### config.mk
export PLATFORM = sky130hd
export DESIGN_NAME = eep_reload_seq
export DESIGN_NICKNAME = d
export VERILOG_FILES = /design/src/rtl/eep_reload_pkg.sv /design/src/rtl/eep_rd_port.sv /design/src/rtl/eep_rec_shadow.sv /design/src/rtl/eep_reload_fsm.sv /design/src/rtl/eep_reload_seq.sv
export SDC_FILE = /design/constraint.sdc
export NUM_CORES = 1
export LEC_CHECK = 0
export BUFFER_PORTS_ARGS = -buffer_cell sky130_fd_sc_hd__clkbuf_2
export CAP_MARGIN = 10
export CORE_MARGIN = 2
export CORE_UTILIZATION = 51
export DETAILED_ROUTE_END_ITERATION = 8
export PLACE_DENSITY = 0.74
export SYNTH_ARGS = -nofsm -noshare
export SYNTH_HDL_FRONTEND = slang
export SYNTH_HIERARCHICAL = 1
export SYNTH_SLANG_ARGS = --single-unit
### constraint.sdc
create_clock -name clk_i -period 2.5 [get_ports clk_i]
set_clock_uncertainty 0.05 [all_clocks]
set_input_delay 0.375 -clock clk_i [delete_from_list [all_inputs] [get_ports clk_i]]
set_output_delay 0.375 -clock clk_i [all_outputs]
set_load 0.01 [all_outputs]
### src/rtl/eep_reload_pkg.sv
package eep_reload_pkg;
  localparam logic [7:0] SIG_BYTE  = 8'hA5;
  localparam int         REC_BYTES = 11;
  localparam int         DAT_BYTES = REC_BYTES - 1;
  localparam int         IDX_W     = $clog2(REC_BYTES);

  typedef enum logic [1:0] {
    ST_IDLE,
    ST_ISSUE,
    ST_WAIT,
    ST_COMMIT
  } seq_state_e;
endpackage

### src/rtl/eep_rd_port.sv
module eep_rd_port #(
  parameter int ADDR_W = 8,
  parameter int IDX_W  = 4,
  parameter int BASE   = 0
) (
  input  logic              clk_i,
  input  logic              rst_ni,
  input  logic              issue_i,
  input  logic [IDX_W-1:0]  idx_i,
  output logic              req_o,
  output logic [ADDR_W-1:0] addr_o,
  input  logic              ack_i,
  output logic              done_o
);
  logic              req_q;
  logic [ADDR_W-1:0] addr_q;

  always_ff @(posedge clk_i or negedge rst_ni) begin
    if (!rst_ni) begin
      req_q  <= 1'b0;
      addr_q <= '0;
    end else if (issue_i) begin
      req_q  <= 1'b1;
      addr_q <= ADDR_W'(BASE) + ADDR_W'(idx_i);
    end else if (req_q && ack_i) begin
      req_q  <= 1'b0;
    end
  end

  assign req_o  = req_q;
  assign addr_o = addr_q;
  assign done_o = req_q & ack_i;
endmodule

### src/rtl/eep_rec_shadow.sv
module eep_rec_shadow #(
  parameter int N_BYTES = 10,
  parameter int IDX_W   = 4
) (
  input  logic                 clk_i,
  input  logic                 rst_ni,
  input  logic                 we_i,
  input  logic [IDX_W-1:0]     sel_i,
  input  logic [7:0]           data_i,
  output logic [8*N_BYTES-1:0] rec_o
);
  for (genvar g = 0; g < N_BYTES; g++) begin : g_byte
    localparam logic [IDX_W-1:0] SEL = IDX_W'(g);
    logic [7:0] byte_q;
    always_ff @(posedge clk_i or negedge rst_ni) begin
      if (!rst_ni)                  byte_q <= '0;
      else if (we_i && sel_i == SEL) byte_q <= data_i;
    end
    assign rec_o[8*g +: 8] = byte_q;
  end
endmodule

### src/rtl/eep_reload_fsm.sv
module eep_reload_fsm
  import eep_reload_pkg::*;
#(
  parameter bit AUTO_LOAD = 1'b1
) (
  input  logic             clk_i,
  input  logic             rst_ni,
  input  logic             cmd_i,
  input  logic             done_i,
  input  logic [7:0]       data_i,
  input  logic             tmo_i,
  output logic             busy_o,
  output logic             issue_o,
  output logic [IDX_W-1:0] idx_o,
  output logic             sh_we_o,
  output logic [IDX_W-1:0] sh_sel_o,
  output logic             commit_o,
  output logic             start_o,
  output logic             fail_o
);
  localparam logic [IDX_W-1:0] LAST_IDX = IDX_W'(REC_BYTES - 1);

  seq_state_e       state_q, state_d;
  logic [IDX_W-1:0] idx_q, idx_d;
  logic             armed_q;
  logic             bad_rd;

  assign bad_rd = tmo_i || (idx_q == '0 && data_i != SIG_BYTE);

  always_comb begin
    state_d  = state_q;
    idx_d    = idx_q;
    issue_o  = 1'b0;
    sh_we_o  = 1'b0;
    commit_o = 1'b0;
    start_o  = 1'b0;
    fail_o   = 1'b0;
    unique case (state_q)
      ST_IDLE: if (cmd_i || armed_q) begin
        start_o = 1'b1;
        idx_d   = '0;
        state_d = ST_ISSUE;
      end
      ST_ISSUE: begin
        issue_o = 1'b1;
        state_d = ST_WAIT;
      end
      ST_WAIT: if (done_i) begin
        if (bad_rd) begin
          fail_o  = 1'b1;
          state_d = ST_IDLE;
        end else begin
          sh_we_o = idx_q != '0;
          if (idx_q == LAST_IDX) begin
            state_d = ST_COMMIT;
          end else begin
            idx_d   = idx_q + 1'b1;
            state_d = ST_ISSUE;
          end
        end
      end
      ST_COMMIT: begin
        commit_o = 1'b1;
        state_d  = ST_IDLE;
      end
      default: state_d = ST_IDLE;
    endcase
  end

  always_ff @(posedge clk_i or negedge rst_ni) begin
    if (!rst_ni) begin
      state_q <= ST_IDLE;
      idx_q   <= '0;
      armed_q <= AUTO_LOAD;
    end else begin
      state_q <= state_d;
      idx_q   <= idx_d;
      if (start_o) armed_q <= 1'b0;
    end
  end

  assign busy_o   = state_q != ST_IDLE;
  assign idx_o    = idx_q;
  assign sh_sel_o = idx_q - 1'b1;
endmodule

### src/rtl/eep_reload_seq.sv
module eep_reload_seq
  import eep_reload_pkg::*;
#(
  parameter int ADDR_W    = 8,
  parameter int REC_BASE  = 0,
  parameter bit AUTO_LOAD = 1'b1
) (
  input  logic              clk_i,
  input  logic              rst_ni,
  input  logic              reload_i,
  output logic              rd_req_o,
  output logic [ADDR_W-1:0] rd_addr_o,
  input  logic              rd_ack_i,
  input  logic [7:0]        rd_data_i,
  input  logic              rd_timeout_i,
  output logic              busy_o,
  output logic              loaded_o,
  output logic              fail_o,
  output logic [47:0]       mac_o,
  output logic [15:0]       ssvid_o,
  output logic [15:0]       ssid_o
);
  logic             issue, done, sh_we, commit, start_evt, fail_evt;
  logic [IDX_W-1:0] idx, sh_sel;
  logic [8*DAT_BYTES-1:0] rec;
  logic        loaded_q, fail_q;
  logic [47:0] mac_q;
  logic [15:0] ssvid_q, ssid_q;

  eep_reload_fsm #(.AUTO_LOAD(AUTO_LOAD)) i_fsm (
    .clk_i    (clk_i),
    .rst_ni   (rst_ni),
    .cmd_i    (reload_i),
    .done_i   (done),
    .data_i   (rd_data_i),
    .tmo_i    (rd_timeout_i),
    .busy_o   (busy_o),
    .issue_o  (issue),
    .idx_o    (idx),
    .sh_we_o  (sh_we),
    .sh_sel_o (sh_sel),
    .commit_o (commit),
    .start_o  (start_evt),
    .fail_o   (fail_evt)
  );

  eep_rd_port #(.ADDR_W(ADDR_W), .IDX_W(IDX_W), .BASE(REC_BASE)) i_port (
    .clk_i   (clk_i),
    .rst_ni  (rst_ni),
    .issue_i (issue),
    .idx_i   (idx),
    .req_o   (rd_req_o),
    .addr_o  (rd_addr_o),
    .ack_i   (rd_ack_i),
    .done_o  (done)
  );

  eep_rec_shadow #(.N_BYTES(DAT_BYTES), .IDX_W(IDX_W)) i_shadow (
    .clk_i  (clk_i),
    .rst_ni (rst_ni),
    .we_i   (sh_we),
    .sel_i  (sh_sel),
    .data_i (rd_data_i),
    .rec_o  (rec)
  );

  always_ff @(posedge clk_i or negedge rst_ni) begin
    if (!rst_ni) begin
      loaded_q <= 1'b0;
      fail_q   <= 1'b0;
      mac_q    <= '0;
      ssvid_q  <= '0;
      ssid_q   <= '0;
    end else begin
      if (start_evt) fail_q <= 1'b0;
      if (fail_evt) begin
        fail_q   <= 1'b1;
        loaded_q <= 1'b0;
      end
      if (commit) begin
        loaded_q <= 1'b1;
        mac_q    <= rec[47:0];
        ssvid_q  <= rec[63:48];
        ssid_q   <= rec[79:64];
      end
    end
  end

  assign loaded_o = loaded_q;
  assign fail_o   = fail_q;
  assign mac_o    = mac_q;
  assign ssvid_o  = ssvid_q;
  assign ssid_o   = ssid_q;
endmodule

Word level (Yosys, flattened, before mapping):

Cells that the tools add are included.

* bitwise gates (word level): 1
* reduce and logical (&&, ||, !) cells: 25
* add/subtract/negate cells: 2
* eq/ne operators: 18
* multiplexer cells: 26

Operators by type and width (count)
* $eq A4 B3 Y1 const B: 4
* $mux W1: 16
* $mux W4: 4
* $eq A4 B4 Y1 const B: 3
* $logic_and A1 B1 Y1: 12
* $reduce_bool A2 Y1: 5
* $eq A4 B2 Y1 const B: 2
* $logic_not A4 Y1: 2
* $mux W2: 4
* $ne A8 B8 Y1 const B: 1
* $pmux W2 S4: 1
* $pmux W4 S2: 1
* $ne A2 B2 Y1 const B: 3
* $reduce_and A5 Y1: 1
* $add A4 B1 Y4 const B: 1
* $eq A2 B2 Y1 const B: 2
* $eq A4 B1 Y1 const B: 1
* $reduce_bool A4 Y1: 1
* $sub A4 B1 Y4 const B: 1
* $eq A2 B1 Y1 const B: 1
* $logic_not A2 Y1: 1
* $logic_or A1 B1 Y1: 2
* $ne A2 B1 Y1 const B: 1
* $reduce_and A2 Y1: 1
* $and A1 B1 Y1: 1

* word-level logic and storage cells: 92
* input bits: 13
* register bits: 174

Longest topological paths before layout:

* word-level depth: 8
* depth in mapped cells: 8
* depth with buffers taken out: 7

Hierarchy:

The synthesis kept the hierarchy.

Modules (own cells, without submodules)
* eep_reload_seq: cells each 175, area each 3440.8 um2, times used 1
* eep_rec_shadow: cells each 187, area each 3123.0 um2, times used 1
* eep_reload_fsm: cells each 62, area each 544.3 um2, times used 1
* eep_rd_port: cells each 17, area each 222.7 um2, times used 1

Worst setup path before layout:

No wires, ideal clock.

* path kind: reg-to-reg
* from: register i_fsm.idx_q[0] (netlist: i_fsm/idx_o[0])
* to: register i_shadow.g_byte[3].byte_q[0]
* slack: 0.069 ns
* stages on the path, launching flop included: 9
* setup time: 0.125 ns
* arrival: 2.256 ns
* path buffers: 1
* cell sequence: dfrtp_1 inv_1 ha_1 nor3b_2 nor3_1 nor3b_2 and3_1 buf_4 mux2_2

* elaborated cells on any way between the ends: 10
* classes of those cells: add/sub (1); eq/ne (1); mux (3); reduce/logical (5)

RTL lines
* from (decl): RTL line eep_reload_fsm.sv:24 `logic [IDX_W-1:0] idx_q, idx_d;`
* from (signal assigned): RTL line eep_reload_fsm.sv:77 `idx_q <= idx_d;`
* $sub A4 B1 Y4: RTL line eep_reload_fsm.sv:84 `assign sh_sel_o = idx_q - 1'b1;`
* via sh_sel[0]: RTL line eep_reload_seq.sv:24 `logic [IDX_W-1:0] idx, sh_sel;`
* $eq A4 B2 Y1: RTL line eep_rec_shadow.sv:17 `else if (we_i && sel_i == SEL) byte_q <= data_i;`
* $logic_and A1 B1 Y1: RTL line eep_rec_shadow.sv:17
* to (signal assigned): RTL line eep_rec_shadow.sv:17
* to (decl): RTL line eep_rec_shadow.sv:14 `logic [7:0] byte_q;`

The timed path passes the listed nets, and every way through them passes these cells.
A chain may end at the register's enable or synchronous reset.

Worst setup path after layout:

* from: register i_fsm.idx_q[0] (netlist: i_fsm/idx_o[0])
* to: register i_shadow.g_byte[4].byte_q[1]

* elaborated cells on any way between the ends: 10
* classes of those cells: add/sub (1); eq/ne (1); mux (3); reduce/logical (5)

RTL lines (RTL line)
* $sub A4 B1 Y4: eep_reload_fsm.sv:84
* via sh_sel[0]: eep_reload_seq.sv:24
* $eq A4 B3 Y1: eep_rec_shadow.sv:17
* $logic_and A1 B1 Y1: eep_rec_shadow.sv:17
* to (signal assigned): eep_rec_shadow.sv:17
* to (decl): eep_rec_shadow.sv:14

The timed path passes the listed nets, and every way through them passes these cells.

==> reports/summary.txt <==
Outcome -> finished, final reports clean
Die extent in y -> 123.9 µm
Final hold violation count -> 0
Vias per inst -> 5.211
CTS resizes -> 0
Slew Limit Fails -> 0
Largest net degree at the start of global routing -> 65
Worst-path cell chain -> inv_1 -> ha_1 -> nor3b_2 -> nor3_1 -> buf_4 -> nand3b_4 -> or3_1 -> mux2_4
CP Class -> reg2reg
TNS Setup -> 0 ns
Hold Crit Class -> in2reg
Hold slack -> 0.1769 ns
First-pass GRT wire length -> 22910 µm
Ant diodes -> 0
Share of post-route cells with drive strength above 1 -> 56.28%
R2r setup slk -> 0.16 ns
Post-route antenna net violation count -> 0
Synth warnings -> 6
Netlist cell types -> 42
Commonest non-fill, non-tap cell in the layout -> dfrtp_1
Gpl congestion -> 0.8177
GR Layer Usage met1 -> 27.44%
Fillers -> 1040
Drt total wl -> 14370 µm
Slew @ Worst Pin -> 0.5428 ns
Total number of vias -> 3882
Worst VDD drop -> 0.4452 mV
Type of origin of the critical path -> flop
All-Layer GR Usage -> 20.32%
Die W -> 123.9 µm
Fin nets -> 568
Arr. time, crit path -> 2.59 ns
Cells after Synth -> 441
Met3 Resource Use GR -> 5.082%
Vias in the first global route -> 4173
Crit path max fanout -> 8
Cell family contributing the most delay on the critical path -> simple AND/OR/NAND/NOR gates
CTS Buf Count -> 17
Clock Pin Slew Worst Setup and Hold Paths -> 0.06 ns
Gr busiest metal -> met2
R2r worst-path depth -> 8
WHS Path Cells -> 3
Met2 usage -> 32.31%
Critical Path Stages -> 8
CTS H-tree lvls -> 4
Remaining global-route overflow -> 0
Num ports -> 105
Pleak -> 4.513 nW
Period utilisation layout -> 93.80%
Post-Syn Area -> 7331 µm²
Maxcap violations -> 0
Min cycle time layout -> 2.345 ns
Crit-path max cell delay -> 0.55 ns
Final setup vio count -> 0
Critical Path RT -> 2.75 ns
Clk root buf -> clkbuf_16
Cts hold-fix bufs -> 1
Tot Pwr -> 6.298 mW
Sequential-to-total area share from yosys stat -> 59.41%
Relative slew slack -> 63.81%
Clk_lat worst skew -> 0.42 ns
Power Density -> 738.5 nW/µm²
Buf/Inv on CP -> 2
Average instance area after synthesis -> 16.62 µm²
Avg WL per Cell -> 19.29 µm
Layout area overhead -> 16.33%
1st-iter DRT viols -> 201
Sequential cell area -> 4355 µm²
Postcts setup bufs -> 0
Die area -> 15350 µm²
FF+latch count, synth -> 174
Area occupied by multi-input gates -> 2680 µm²
CTS Buffer Depth -> 2
Design area -> 8528 µm²
Critical path's slowest cell -> or3_1
Pre-antenna DRT Iters -> 5
Commonest cells after routing, fill and taps aside -> dfrtp_1 (173), clkbuf_2 (99), mux2_4 (87)
Placed cell area -> 7960 µm²
Unrepaired setup endpoints after global routing -> no
Initial Utilization -> 52.61%
DP Wirelength -> 9608 µm
PortBufs -> 100
Drt drc -> 0
TritonCTS clock tree -> done
Core Region -> 13930 µm²
Initial antenna violation count -> 0
Critical Path Sink Type -> flop
Highest attainable clock frequency -> 426.4 MHz
# clock sinks -> 174
Row count -> 43
-- cell families (layout without fill, tap and decap cells) --
| kind of cell | count (synthesis) | in the layout | share of synthesized area [%] |
|---|---|---|---|
| AOI/OAI and AO/OA | 12 | 12 | 1.126 |
| other | 1 | 4 | 0.05115 |
| muxes | 166 | 166 | 29.92 |
| buffers and inverters | 35 | 156 | 4.216 |
| adders and majority gates | 3 | 3 | 0.5121 |
| DFF | 174 | 174 | 59.41 |
| and+or+nand+nor | 48 | 48 | 4.523 |
| xor gates and xnor gates | 2 | 2 | 0.2390 |
-- metal layers --
layer / up-vias / wire length (µm)
met5: - / 0
met4: 0 / 196
met3: 16 / 567
met2: 93 / 7078
met1: 2018 / 6527
li1: 1755 / -
-- power by group --
group          leakage [nW]  total (mW)  switching, mW  internal [mW]
registers              2.42        2.93         0.0520           2.88
clock network         0.261        2.50           1.01           1.49
logic                  1.83       0.863          0.504          0.359
total                  4.51        6.30           1.57           4.73
-- state kept, by name, summed over array words and instances (netlist names), 2 cells and up --
signal	count
ssid_o	16
i_fsm/idx_o	4
i_shadow/g_byte.byte_q	80
mac_o	48
i_fsm/state_q	2
i_port/addr_o	4
ssvid_o	16
-- per-stage QoR --
step | worst slack, ns | util (%) | cells
6_report | 0.1551 | 61.20 | 745
5_1_grt | 0.04679 | 61.20 | 745
4_1_cts | 0.1510 | 61.20 | 745
3_5_place_dp | 0.1558 | 57.12 | 712
3_3_place_gp | 0.2350 | 57.12 | 712
2_1_floorplan | 0.06920 | - | 444
-- cell usage after synthesis --
cell type / number / area share, %
dfrtp_1: 173 / 59
mux2_4: 87 / 18
mux2_2: 77 / 12
nand2_1: 11 / 0.56
buf_1: 8 / 0.41
buf_12: 8 / 2.2
inv_1: 7 / 0.36
buf_4: 6 / 0.61
nor2_1: 6 / 0.31
and3_1: 5 / 0.43
and2_1: 3 / 0.26
and4bb_1: 3 / 0.51
buf_6: 3 / 0.46
ha_1: 3 / 0.51
nor3_1: 3 / 0.20
a21o_1: 2 / 0.20
a21oi_1: 2 / 0.14
a31o_1: 2 / 0.24
buf_2: 2 / 0.14
mux2i_1: 2 / 0.27
nand3b_2: 2 / 0.31
nor2_2: 2 / 0.17
nor2b_1: 2 / 0.17
nor3b_2: 2 / 0.34
o21ai_0: 2 / 0.14
xor2_1: 2 / 0.24
a21boi_0: 1 / 0.10
a21o_2: 1 / 0.12
a21oi_2: 1 / 0.12
conb_1: 1 / 0.051
dfstp_2: 1 / 0.36
inv_2: 1 / 0.051
nand2b_1: 1 / 0.085
nand3b_1: 1 / 0.10
nand3b_4: 1 / 0.27
nand4b_1: 1 / 0.12
nor3b_4: 1 / 0.26
nor4bb_1: 1 / 0.14
o21ai_1: 1 / 0.068
or2_1: 1 / 0.085
or2_4: 1 / 0.12
or3_1: 1 / 0.085
-- cell type report --
type | instances | share of cell area (%)
timing repair buffer | 116 | 7.967
clock buffer | 25 | 5.458
inverter | 8 | 0.3521
sequential | 174 | 51.07
clock inverter | 7 | 1.086
multi-input combinational | 235 | 31.43
tap | 180 | 2.641
-- worst min-delay path, cell delays in order --
cell and delay (ns):
clkbuf_2 0.09, inv_1 0.05, a21o_2 0.10
-- worst paths after layout --
check,from,endpoint
max,i_fsm/idx_o[0],i_shadow/g_byte[4].byte_q[1]
min,rd_ack_i,i_port/req_o
max reg2reg,i_fsm/idx_o[0],i_shadow/g_byte[4].byte_q[1]
min reg2reg,loaded_o,loaded_o
max in group asynchronous,rst_ni,i_fsm/armed_q
min in group asynchronous,rst_ni,i_shadow/g_byte[0].byte_q[5]
Note: power is estimated with default switching activity, not from simulation.
